$ cat config.mk
export PLATFORM = sky130hd
export DESIGN_NAME = sdram_rdout_pipe
export DESIGN_NICKNAME = d
export VERILOG_FILES = /design/src/rtl/rdp_pkg.sv /design/src/rtl/rdp_slot_chain.sv /design/src/rtl/rdp_mask_delay.sv /design/src/rtl/rdp_term_ctl.sv /design/src/rtl/rdp_write_gate.sv /design/src/rtl/sdram_rdout_pipe.sv
export SDC_FILE = /design/constraint.sdc
export NUM_CORES = 1
export LEC_CHECK = 0
export BUFFER_PORTS_ARGS = -buffer_cell sky130_fd_sc_hd__buf_2
export CAP_MARGIN = 15
export CORE_MARGIN = 1.5
export CORE_UTILIZATION = 35
export DETAILED_ROUTE_END_ITERATION = 12
export GPL_TIMING_DRIVEN = 0
export PLACE_DENSITY = 0.57
export SLEW_MARGIN = 20
export SYNTH_ARGS = -nofsm -noshare
export SYNTH_HDL_FRONTEND = slang
export SYNTH_SLANG_ARGS = --single-unit
$ cat constraint.sdc
create_clock -name clk -period 5 [get_ports clk]
set_input_delay 0.25 -clock clk [delete_from_list [all_inputs] [get_ports clk]]
set_output_delay 0.25 -clock clk [all_outputs]
set_load 0.01 [all_outputs]
$ cat src/rtl/rdp_pkg.sv
// Package for the read-latency / byte-mask output pipeline.
// Holds the latency-code width, the latency decode rule and the
// termination state encoding shared by the submodules.
package rdp_pkg;

    // Width of the programmable latency code.
    localparam int LAT_CODE_W = 2;

    // States of the read-termination controller.
    typedef enum logic [1:0] {
        TS_IDLE  = 2'd0,   // closed: only a read start is accepted
        TS_OPEN  = 2'd1,   // burst running: every beat accepted
        TS_DRAIN = 2'd2    // after precharge: beats accepted while they land in time
    } term_st_e;

    // Turns a latency code into a clock count; code 0 is illegal and means 3.
    function automatic logic [LAT_CODE_W-1:0] lat_decode(input logic [LAT_CODE_W-1:0] code);
        return (code == '0) ? LAT_CODE_W'(3) : code;
    endfunction

endpackage

$ cat src/rtl/rdp_slot_chain.sv
// Latency shift register for read slots.
// Each stage holds a valid bit and a word. A new slot enters the stage whose
// distance from the head equals its latency, so it reaches the head (last
// stage) after exactly that many clocks. A flush clears every stage.
// Assumes the insert latency stays fixed while slots are in flight.
module rdp_slot_chain #(
    parameter  int DW    = 16,
    parameter  int DEPTH = 3,
    localparam int LW    = $clog2(DEPTH + 1)
) (
    input  logic          clk,
    input  logic          rst_n,
    input  logic          ins_en,
    input  logic [LW-1:0] ins_lat,
    input  logic [DW-1:0] ins_word,
    input  logic          flush,
    output logic          head_vld,
    output logic [DW-1:0] head_word
);

    logic [DEPTH-1:0] vld_q;
    logic [DW-1:0]    word_q  [DEPTH];
    logic [DEPTH-1:0] vld_in;
    logic [DW-1:0]    word_in [DEPTH];

    // Shift-in source for each stage: stage 0 takes an empty slot.
    generate
        for (genvar k = 0; k < DEPTH; k++) begin : g_src
            if (k == 0) begin : g_first
                assign vld_in[k]  = 1'b0;
                assign word_in[k] = '0;
            end else begin : g_next
                assign vld_in[k]  = vld_q[k-1];
                assign word_in[k] = word_q[k-1];
            end
        end
    endgenerate

    // Stage update: clear on reset or flush, else insert or shift.
    always_ff @(posedge clk) begin
        if (!rst_n || flush) begin
            vld_q <= '0;
            for (int k = 0; k < DEPTH; k++) begin
                word_q[k] <= '0;
            end
        end else begin
            for (int k = 0; k < DEPTH; k++) begin
                if (ins_en && (ins_lat == LW'(DEPTH - k))) begin
                    vld_q[k]  <= 1'b1;
                    word_q[k] <= ins_word;
                end else begin
                    vld_q[k]  <= vld_in[k];
                    word_q[k] <= word_in[k];
                end
            end
        end
    end

    assign head_vld  = vld_q[DEPTH-1];
    assign head_word = word_q[DEPTH-1];

endmodule

$ cat src/rtl/rdp_mask_delay.sv
// Fixed-depth delay line for the read byte masks.
// The value sampled at one edge appears at the output DLY clocks later.
// Assumes DLY is at least 1.
module rdp_mask_delay #(
    parameter int LANES = 2,
    parameter int DLY   = 2
) (
    input  logic             clk,
    input  logic             rst_n,
    input  logic [LANES-1:0] mask_in,
    output logic [LANES-1:0] mask_dly
);

    logic [LANES-1:0] pipe_q [DLY];

    // Shift the mask one stage per clock; stage 0 takes the live input.
    always_ff @(posedge clk) begin
        if (!rst_n) begin
            for (int k = 0; k < DLY; k++) begin
                pipe_q[k] <= '0;
            end
        end else begin
            pipe_q[0] <= mask_in;
            for (int k = 1; k < DLY; k++) begin
                pipe_q[k] <= pipe_q[k-1];
            end
        end
    end

    assign mask_dly = pipe_q[DLY-1];

endmodule

$ cat src/rtl/rdp_term_ctl.sv
// Read termination controller.
// Decides each cycle whether the offered read beat enters the latency chain.
// A read start always opens the burst. A burst stop or a write closes it at
// once. A precharge keeps accepting only the beats that land within FLOAT_DLY
// clocks of it, then closes. Assumes one command strobe per cycle and
// FLOAT_DLY >= the largest latency.
module rdp_term_ctl
    import rdp_pkg::*;
#(
    parameter  int MAXLAT    = 3,
    parameter  int FLOAT_DLY = 3,
    localparam int LW        = $clog2(MAXLAT + 1),
    localparam int CW        = $clog2(FLOAT_DLY + 1)
) (
    input  logic          clk,
    input  logic          rst_n,
    input  logic [LW-1:0] lat,
    input  logic          rd_beat,
    input  logic          rd_start,
    input  logic          wr_issue,
    input  logic          pchg,
    input  logic          bstop,
    output logic          accept
);

    term_st_e      st_q, st_d;
    logic [CW-1:0] grace_q, grace_d;
    logic [CW-1:0] rem;

    // Next-state and accept decision for the current beat.
    always_comb begin
        rem = grace_q;
        if (pchg) begin
            rem = CW'(FLOAT_DLY) - CW'(lat);
        end
        accept  = 1'b0;
        st_d    = st_q;
        grace_d = grace_q;
        if (rd_start) begin
            accept  = rd_beat;
            st_d    = TS_OPEN;
            grace_d = '0;
        end else if (bstop || wr_issue) begin
            st_d    = TS_IDLE;
            grace_d = '0;
        end else if ((st_q != TS_IDLE) && (pchg || (st_q == TS_DRAIN))) begin
            accept = rd_beat && (rem != '0);
            if (rem <= CW'(1)) begin
                st_d    = TS_IDLE;
                grace_d = '0;
            end else begin
                st_d    = TS_DRAIN;
                grace_d = rem - CW'(1);
            end
        end else if (st_q == TS_OPEN) begin
            accept = rd_beat;
        end
    end

    // State register; reset leaves the pipeline closed.
    always_ff @(posedge clk) begin
        if (!rst_n) begin
            st_q    <= TS_IDLE;
            grace_q <= '0;
        end else begin
            st_q    <= st_d;
            grace_q <= grace_d;
        end
    end

endmodule

$ cat src/rtl/rdp_write_gate.sv
// Write-side byte gating.
// Registers a write beat with its word and a per-byte enable formed from the
// mask sampled at the same edge, so the mask acts with no extra latency.
module rdp_write_gate #(
    parameter int DW    = 16,
    parameter int LANES = 2
) (
    input  logic             clk,
    input  logic             rst_n,
    input  logic             wr_issue,
    input  logic [DW-1:0]    wr_word,
    input  logic [LANES-1:0] mask,
    output logic             wr_en,
    output logic [DW-1:0]    wr_data,
    output logic [LANES-1:0] wr_be
);

    // Capture the write beat; byte enables are zero between beats.
    always_ff @(posedge clk) begin
        if (!rst_n) begin
            wr_en   <= 1'b0;
            wr_data <= '0;
            wr_be   <= '0;
        end else begin
            wr_en <= wr_issue;
            wr_be <= wr_issue ? ~mask : '0;
            if (wr_issue) begin
                wr_data <= wr_word;
            end
        end
    end

endmodule

$ cat src/rtl/sdram_rdout_pipe.sv
// Top of the read-latency and byte-mask output pipeline.
// Accepts read beats from the array, delays them by the programmed latency,
// and drives them per byte lane. Lane enables are removed by the read mask
// two clocks after sampling. Command strobes end or restart bursts, and the
// write path gates bytes by the same-cycle mask. Assumes the command strobes
// are mutually exclusive and lat_mode is held across a burst.
module sdram_rdout_pipe
    import rdp_pkg::*;
#(
    parameter int DW        = 16,
    parameter int LANES     = 2,
    parameter int MAXLAT    = 3,
    parameter int MASK_DLY  = 2,
    parameter int FLOAT_DLY = 3
) (
    input  logic                  clk,
    input  logic                  rst_n,
    input  logic [LAT_CODE_W-1:0] lat_mode,
    input  logic                  rd_beat,
    input  logic                  rd_start,
    input  logic [DW-1:0]         rd_word,
    input  logic [LANES-1:0]      mask,
    input  logic                  wr_issue,
    input  logic [DW-1:0]         wr_word,
    input  logic                  pchg,
    input  logic                  bstop,
    output logic [DW-1:0]         dq_out,
    output logic [LANES-1:0]      dq_oe,
    output logic                  wr_en,
    output logic [DW-1:0]         wr_data,
    output logic [LANES-1:0]      wr_be
);

    localparam int LW     = $clog2(MAXLAT + 1);
    localparam int LANE_W = DW / LANES;

    logic [LW-1:0]    lat;
    logic             accept;
    logic             head_vld;
    logic [DW-1:0]    head_word;
    logic [LANES-1:0] mask_late;

    // Latency in clocks from the mode code.
    always_comb begin
        lat = LW'(lat_decode(lat_mode));
    end

    rdp_term_ctl #(
        .MAXLAT    (MAXLAT),
        .FLOAT_DLY (FLOAT_DLY)
    ) u_term (
        .clk      (clk),
        .rst_n    (rst_n),
        .lat      (lat),
        .rd_beat  (rd_beat),
        .rd_start (rd_start),
        .wr_issue (wr_issue),
        .pchg     (pchg),
        .bstop    (bstop),
        .accept   (accept)
    );

    rdp_slot_chain #(
        .DW    (DW),
        .DEPTH (MAXLAT)
    ) u_chain (
        .clk       (clk),
        .rst_n     (rst_n),
        .ins_en    (accept),
        .ins_lat   (lat),
        .ins_word  (rd_word),
        .flush     (wr_issue),
        .head_vld  (head_vld),
        .head_word (head_word)
    );

    rdp_mask_delay #(
        .LANES (LANES),
        .DLY   (MASK_DLY)
    ) u_mdly (
        .clk      (clk),
        .rst_n    (rst_n),
        .mask_in  (mask),
        .mask_dly (mask_late)
    );

    rdp_write_gate #(
        .DW    (DW),
        .LANES (LANES)
    ) u_wgate (
        .clk      (clk),
        .rst_n    (rst_n),
        .wr_issue (wr_issue),
        .wr_word  (wr_word),
        .mask     (mask),
        .wr_en    (wr_en),
        .wr_data  (wr_data),
        .wr_be    (wr_be)
    );

    // Per-lane drive: a lane is enabled by a due slot and an unmasked delayed mask.
    generate
        for (genvar i = 0; i < LANES; i++) begin : g_lane
            assign dq_oe[i] = head_vld & ~mask_late[i];
            assign dq_out[i*LANE_W +: LANE_W] =
                dq_oe[i] ? head_word[i*LANE_W +: LANE_W] : '0;
        end
    endgenerate

endmodule

* After elaboration in Yosys (flattened, before gate mapping)
Memory sizes are Yosys's and may differ from the RTL's. Cells that the tools add are included.
Operators by class: $add $sub $neg 2, multipliers 0, div/mod/pow operators 0, magnitude comparators 1, eq/ne operators 5, shift operators 0, mux-type cells 45, bitwise gates (word level) 14, reduce and logical (&&, ||, !) cells 15
Operator list (count):
- 16-bit 2-to-1 mux | 6
- 1-bit 2-to-1 mux | 31
- 8-bit 2-to-1 mux | 2
- 2-bit 2-to-1 mux | 6
- 1-bit bitwise OR | 8
- 2-bit == test (second input constant) | 3
- 1-bit logical AND | 5
- 2-bit by 1-bit == test with 1-bit output (second input constant) | 2
- 2-bit nonzero test | 2
- 1-bit logical OR | 3
- 1-bit NOT | 3
- 3-bit nonzero test | 1
- 3-bit OR reduction | 1
- 1-bit bitwise AND | 2
- 2-bit by 1-bit less-or-equal comparator with 1-bit output (second input constant) | 1
- 2-bit zero test | 1
- 2-bit NOT | 1
- 2-bit AND reduction | 1
- 2-bit by 1-bit subtractor with 2-bit output (second input constant) | 1
- 2-bit subtractor (first input constant) | 1
- 1-bit zero test | 1
Storage, ports and cells: register bits 26, bits in latches 0, RAM bits 52, memory bits (read-only) 0, input port bits 43, output and inout bits 37, logic and storage cells 91, memories 2
Memories:
- u_chain.word_q | words 3, bits a word 16, rd ports 3, clocked after memory_dff 0, wr ports 3, line rdp_slot_chain.sv:22 | logic [DW-1:0] word_q [DEPTH];
- u_mdly.pipe_q | words 2, bits a word 2, rd ports 2, clocked after memory_dff 0, wr ports 2, line rdp_mask_delay.sv:14 | logic [LANES-1:0] pipe_q [DLY];

* Logic depth before layout (Yosys ltp)
Gate-level depths: netlist (run 1).
word-level depth 15, gate-level depth with buffers 9, mapped depth without buffers 7

* Hierarchy
A second synthesis (run 1) with hierarchy kept.
Second synthesis, totals: cells, all modules 305, area total of the unflattened synthesis 3761.1 sq um
By module, submodules not included:
- rdp_slot_chain | times used 1, cells an instance 189, area an instance 2497.4 sq um, sequential area each 1501.4 sq um
- rdp_write_gate | times used 1, cells an instance 58, area an instance 691.9 sq um, sequential area each 380.4 sq um
- rdp_term_ctl | times used 1, cells an instance 27, area an instance 264.0 sq um, sequential area each 80.1 sq um
- sdram_rdout_pipe | times used 1, cells an instance 21, area an instance 187.7 sq um, sequential area each 0.0 sq um
- rdp_mask_delay | times used 1, cells an instance 10, area an instance 120.1 sq um, sequential area each 80.1 sq um

* Worst setup path before layout (run 1)
Ideal clock, no wire load.
path type reg2reg, start register u_term.st_q[0], end memory u_chain.word_q[2][0], data pin, setup time 0.258 ns, data arrival time 1.595 ns, required time 4.742 ns, setup slack 3.146 ns, cell stages (with the launch flop) 7, path buffers 1, period minus slack after synthesis 1.854 ns, cells stage by stage dfxtp_1 or3b_1 a21oi_2 o21ai_2 a21oi_4 buf_8 mux2i_1
RTL lines:
- start: declaration | line rdp_term_ctl.sv:26 | term_st_e st_q, st_d;
- start signal: assignment | line rdp_term_ctl.sv:66 | st_q <= st_d;
- end: declaration | line rdp_slot_chain.sv:22

==> results.md, run 1 <==
* Worst hold stages at 2
* CP max stage delay at between 400 and 500 ps
* Worst vdd ir at roughly 0.13 mV
* CP max-delay cell: or3b_1
* # resized after CTS at 0
* Switching Fraction at around a quarter
* Num rows at 35
* CTS tree: built
* Total GRT Usage at roughly 14%
* Port-buffer cells at a little under 80
* CP Capture Type: flop
* DP Area at roughly 0.0041 mm²
* Pwr dens at ~300 mW/mm²
* Crit Path Max Fanout at 10
* Slew @ Worst Pin at 688 ps
* Max Clk Rate at 462 MHz
* Endpoints failing setup at 0
* Placed insts at 543
* Initial Utilization at between 30% and 40%
* 1st-iter DRT viols at 80
* Register area share after synthesis at between 50% and 60%
* RSZ-0062 raised after global routing: no
* Syn avg cell area at around 12 µm²
* Finished Layout Cells at 559
* Total CTS buffers at 9
* Reg power frac at between 50% and 60%
* DP Worst Slack at between 2000 and 3000 ps
* Total die area at between 0.01 and 0.015 mm²
* Syn. warnings at 0
* CP Class: reg2reg
* CORE AREA at 0.00933 mm²
* Slew HR at 54.1%
* Longest Clk Path Bufs at 2
* Total negative slack at 0 ps
* Post-route cell area at 0.00434 mm²
* Outcome: completed
* Static leakage at 1.98 nW
* First-pass detailed-route iteration total at 4
* Setup ws final at between 2000 and 3000 ps
* Pin count of the biggest net entering global routing at 15
* Critical Path AT at approximately 2300 ps
* CTS Sinks at 78
* Final Hold Viols at 0
* WP depth at 6
* Netlist area before placement at about 0.0034 mm²
* Initial antenna violation count at 0
* Die Ht at roughly 100 µm
* Antenna cells at 0
* Final Core Density at ~46%
* Worst min-delay path class: in2reg
* Distinct cells, synth at 29
* CP delay by family, top: compound AO/OA/AOI/OAI gates
* Slew Viols, Final at 0
* Avg Vias per Cell at 4.16
* DRC viols at 0
* Antenna viol nets, final at 0
* CP startpoint kind: flop
* Worst path bufs/invs at 1
* Critical-path cell list: or3b_1 -> a21oi_2 -> o21ai_2 -> a21oi_4 -> buf_8 -> mux2i_1
* Post-CTS Setup Bufs at 0
* Layout overhead on the synthesized area at 27.1%
* Crit path time final at around 2200 ps
* Max cap viols at 0
* Hold Buf Count CTS at 0
* Fill cell count at between 900 and 1000
* Period utilization at a little over two fifths
* CTS root buffer: clkbuf_8
* CP required at between 5000 and 6000 ps
* Most common cell after layout, fill and taps aside: buf_2
* P_sw at 0.308 mW
* Final Skew at between 9 and 10 ps
* First-pass GRT wire length at around 11000 µm
* Post-synthesis cell count at roughly 290
* Via count of the first global-routing pass at approximately 2300
* Wire length per cell at ~12 µm
* Clk Latency, worst-skew pair at 350 ps
* WL final at 6580 µm
* Post-DP HPWL at 4780 µm
* CTS clock-pin slew for the worst setup and hold paths at roughly 90 ps
* Worst r2r path cells at 6
* Share of layout cells above drive strength 1 at ~24%
* Via count at 2325
* I/O pin count at 80
* Placer Congestion at 0.783
* Net count reported at finish at 471
* Most used cells in the layout excluding fill and tap cells: buf_2, nand2_1, mux2i_1
* H-tree depth at 3
* Global route overflow at 0
* Clock share of power at between 30% and 40%
* Logic pwr share at under 10%
* Die W at slightly above 100 µm
* Internal at 0.973 mW
* Flops & latches, synth at 78
## layout make-up
cell class	count	area [µm²]	area share (%)
sequential	78	2040	47.1
multi-input combinational	236	1430	32.9
timing repair buffer	79	395	9.12
tap	129	161	3.72
inverter	5	18.8	0.433
clock buffer	11	154	3.55
clock inverter	5	38.8	0.894
buffer	16	97.6	2.25
## cell usage after synthesis, drive strengths merged
cell type  count  area share, %
a21oi          8            1.7
nand3b         1           0.22
edfxtp        48             42
nand2         53            5.8
a22oi          1           0.22
mux2i         49             14
or3b           2           0.51
buf            6            1.8
o21ai          2           0.40
a21boi         1           0.22
conb           1           0.11
ha             3            1.1
inv            5           0.55
nor2           6           0.66
a21o           1           0.22
nor3           2           0.29
dfxtp         30             18
and2          36            6.6
nor2b         21            3.9
nand3          1           0.15
clkbuf        10            1.1
o21a           1           0.22
## stage by stage
stage	hold slack (ps)	power [mW]
final	58.6	1.28
after CTS	44.5	1.30
after detailed placement	428	0.839
after global placement	417	0.836
after global routing	37.4	1.35
after floorplan	322	0.795
## worst register-to-register path, cell delays in order, from the launching register on
cell	delay (ps)
dfxtp_1	370
or3b_1	410
a21oi_2	240
o21ai_2	130
a21oi_4	390
buf_8	220
mux2i_1	240
## metal layers
layer | track usage, % | share of wire, % | wire length [µm]
met1 | 17.5 | 46 | 3040
met2 | 23.4 | 48 | 3180
met3 | 3.86 | 3.6 | 237
met4 | 5.56 | 1.9 | 123
met5 | 0 | 0 | 0
## cell families (layout without fill, tap and decap cells)
kind of cell             Yosys count  in the layout  synth area share (%)
AND/OR/NAND/NOR                  122            122                  18.1
other                              1             48                 0.110
buffers and inverters             21            116                  3.41
flip-flops                        78             78                  59.9
adder cells (fa/ha/maj)            3              3                  1.10
AO/OA/AOI/OAI                     14             14                  3.01
multiplexers                      49             49                  14.4
## path summary, 6_finish.rpt
check	endpoint	slack, ps	from
max	u_chain.word_q[2][0]	2830	u_term.st_q[0]
min	u_wgate.wr_be[0]	60	mask[0]
max reg2reg	u_chain.word_q[2][0]	2830	u_term.st_q[0]
min reg2reg	u_chain.vld_q[1]	440	u_chain.vld_q[0]
## power by group through the flow
stage / registers, mW / logic (mW) / clock network, mW
6_report: 0.719 / 0.104 / 0.459
2_1_floorplan: 0.737 / 0.0575 / 0
3_3_place_gp: 0.734 / 0.103 / 0
3_5_place_dp: 0.735 / 0.105 / 0
4_1_cts: 0.720 / 0.105 / 0.476
5_1_grt: 0.723 / 0.118 / 0.508
## flip-flops by register name, summed over array words and instances, names as in the netlist
register / count
u_wgate.wr_en: 1
u_term.grace_q: 2
u_term.st_q: 2
u_chain.vld_q: 3
u_chain.word_q: 48
u_wgate.wr_data: 16
u_mdly.pipe_q: 4
u_wgate.wr_be: 2
No activity file was read; power rests on OpenSTA's default activity.
==> run 2: changes to the inputs <==
--- a/config.mk
+++ b/config.mk
@@ -11,7 +11,7 @@
 export CORE_UTILIZATION = 35
 export DETAILED_ROUTE_END_ITERATION = 12
 export GPL_TIMING_DRIVEN = 0
-export PLACE_DENSITY = 0.57
+export PLACE_DENSITY = 0.59
 export SLEW_MARGIN = 20
 export SYNTH_ARGS = -nofsm -noshare
 export SYNTH_HDL_FRONTEND = slang
==> constraint.sdc (replaced) <==
create_clock -name clk -period 1.9 [get_ports clk]
set_input_delay 0.095 -clock clk [delete_from_list [all_inputs] [get_ports clk]]
set_output_delay 0.095 -clock clk [all_outputs]
set_load 0.01 [all_outputs]
==> run 2 against run 1 <==
Via count rose by 4.2%. Count of clock-buffer cells in the layout rose by 1. Flip-flop and latch count did not move. First-iteration DRC count fell by 31%. Wire length rose by 6.4%. Non-clock buffer count rose by 22. The flow now finishes with violations (negative setup slack). Critical path depth rose by 1. Hold slack got worse by 51 ps. Fmax rose by 13%. Sequential power rose to 2.6 times the previous value. Die area did not move.
==> results.md, run 2 (same netlist as run 1, synthesis figures left out) <==
* Outcome: complete, but fails checks
* Violated checks: negative setup slack
* Die Ht at 102 µm (unchanged)
* Max cap viols at 0 (unchanged)
* Setup ws final at -12.7 ps (-2850 ps)
* Longest Clk Path Bufs at 2 (unchanged)
* Wire length per cell at 12.0 µm (+2.3%)
* Final Core Density at 49.6% (+3.1 points)
* Net count reported at finish at 493 (+4.7%)
* Antenna cells at 0 (unchanged)
* Initial antenna violation count at 0 (unchanged)
* Slew Viols, Final at 0 (unchanged)
* Initial Utilization at 36.6% (unchanged)
* Via count of the first global-routing pass at 2379 (+2.9%)
* Slew @ Worst Pin at 679 ps (-9.21 ps)
* Total GRT Usage at 14.5% (+0.36 points)
* RSZ-0062 raised after global routing: yes
* Most common cell after layout, fill and taps aside: buf_2
* Total CTS buffers at 9 (unchanged)
* Final Skew at 8.36 ps (-1.58 ps)
* Total negative slack at -24.0 ps (-24.0 ps)
* Post-route cell area at 0.00463 mm² (+6.7%)
* Total die area at 0.0103 mm² (unchanged)
* Global route overflow at 0 (unchanged)
* CTS Sinks at 78 (unchanged)
* DP Area at 0.00414 mm² (unchanged)
* CTS clock-pin slew for the worst setup and hold paths at 90 ps (about the same)
* Crit path time final at 1910 ps (-253 ps)
* Max reg flops at 48 (unchanged)
* First-pass GRT wire length at 11200 µm (+3.5%)
* Die W at 102 µm (unchanged)
* CTS tree: built
* Finished Layout Cells at 581 (+3.9%)
* Placer Congestion at 0.769 (-1.8%)
* CP Class: reg2reg
* Critical Path AT at 2010 ps (-330 ps)
* Power Total at 3.53 mW (+180%)
* Worst min-delay path class: in2reg
* CP required at 2000 ps (-3170 ps)
* Avg Vias per Cell at 4.17 (+0.27%)
* Num rows at 35 (unchanged)
* Via count at 2423 (+4.2%)
* Layout overhead on the synthesized area at 35.7%
* Static leakage at 2.11 nW (+6.3%)
* Placed insts at 543 (unchanged)
* CP startpoint kind: flop
* DRC viols at 0 (unchanged)
* Endpoints failing setup at 4 (+4)
* CORE AREA at 0.00933 mm² (unchanged)
* Pin count of the biggest net entering global routing at 15 (unchanged)
* Clk Latency, worst-skew pair at 350 ps (about the same)
* Biggest register: u_chain.word_q
* Share of layout cells above drive strength 1 at 26.1% (+1.9 points)
* Final Hold Viols at 0 (unchanged)
* Antenna viol nets, final at 0 (unchanged)
* H-tree depth at 3 (unchanged)
* Port-buffer cells at 79 (unchanged)
* CP Capture Type: flop
* Slew HR at 54.8% (+0.61 points)
* Biggest regs: u_chain.word_q (48), u_wgate.wr_data (16), u_mdly.pipe_q (4)
* CTS root buffer: clkbuf_8
* Period utilization at 101% (+57 points)
* Worst vdd ir at 0.381 mV (+180%)
* Pwr dens at 762 mW/mm² (+160%)
* Crit Path Max Fanout at 6 (-4)
* Post-DP HPWL at 4890 µm (+2.3%)
* Most used cells in the layout excluding fill and tap cells: buf_2, nand2_1, mux2i_1
* Max Clk Rate at 523 MHz (+13%)
* I/O pin count at 80 (unchanged)
* First-pass detailed-route iteration total at 4 (unchanged)
* WL final at 7000 µm (+6.4%)
* 1st-iter DRT viols at 55 (-31%)
run 2: metrics by stage:
| step | worst slack (ps) | hold WS (ps) |
|---|---|---|
| after floorplan | 46.2 | 167 |
| after global placement | -209 | 273 |
| after detailed placement | -248 | 278 |
| after CTS | 8.77 | 1.41 |
| after global routing | -53.9 | 15.3 |
| final | -12.7 | 8.00 |
run 2: worst paths after layout:
path | startpoint | end | slack (ps) | cells after the start
hold / removal | wr_word[15] | u_wgate.wr_data[15] | 8 | 3
setup reg to reg | u_term.st_q[0] | u_chain.word_q[1][11] | -10 | 7
setup / recovery | u_term.st_q[0] | u_chain.word_q[1][11] | -10 | 7
hold reg to reg | u_chain.vld_q[0] | u_chain.vld_q[1] | 430 | 2
run 2: cell type report:
class | count | area [µm²]
buffer | 16 | 100
clock buffer | 12 | 188
clock inverter | 4 | 33.8
fill | 884 | 4700
inverter | 5 | 18.8
multi-input combinational | 236 | 1460
sequential | 78 | 2050
tap | 129 | 161
timing repair buffer | 101 | 621
run 2: critical path, stage by stage, from the launching register on:
cell	delay, ps
dfxtp_4	370
or3b_4	390
a21oi_4	190
o21ai_4	100
a21o_1	200
buf_6	150
clkbuf_16	160
mux2i_1	110
run 2: routing by layer:
layer / wire, µm / GRT usage, % / part of all wire (%)
met1: 3230 / 18.2 / 46
met2: 3440 / 24.2 / 49
met3: 200 / 2.62 / 2.9
met4: 125 / 6.84 / 1.8
met5: 0 / 0 / 0
run 2: repair_timing:
action / 4_1_cts / 5_1_grt
setup endpoints to repair: 35 / 28
resized for setup: 5 / 4
endpoints found under the hold margin: 14 / 0
setup buffers: 7 / 2
pin swaps: 6 / 4
cloned: 0 / 1
hold buffers: 12 / 0
run 2: report_power, final:
part           total, mW  switching (mW)  leakage, nW  internal [mW]
Sequential          1.89          0.0223        0.748           1.87
Combinational      0.312           0.165         1.25          0.147
Clock               1.32           0.643        0.109          0.679
Total               3.53           0.831         2.11           2.70
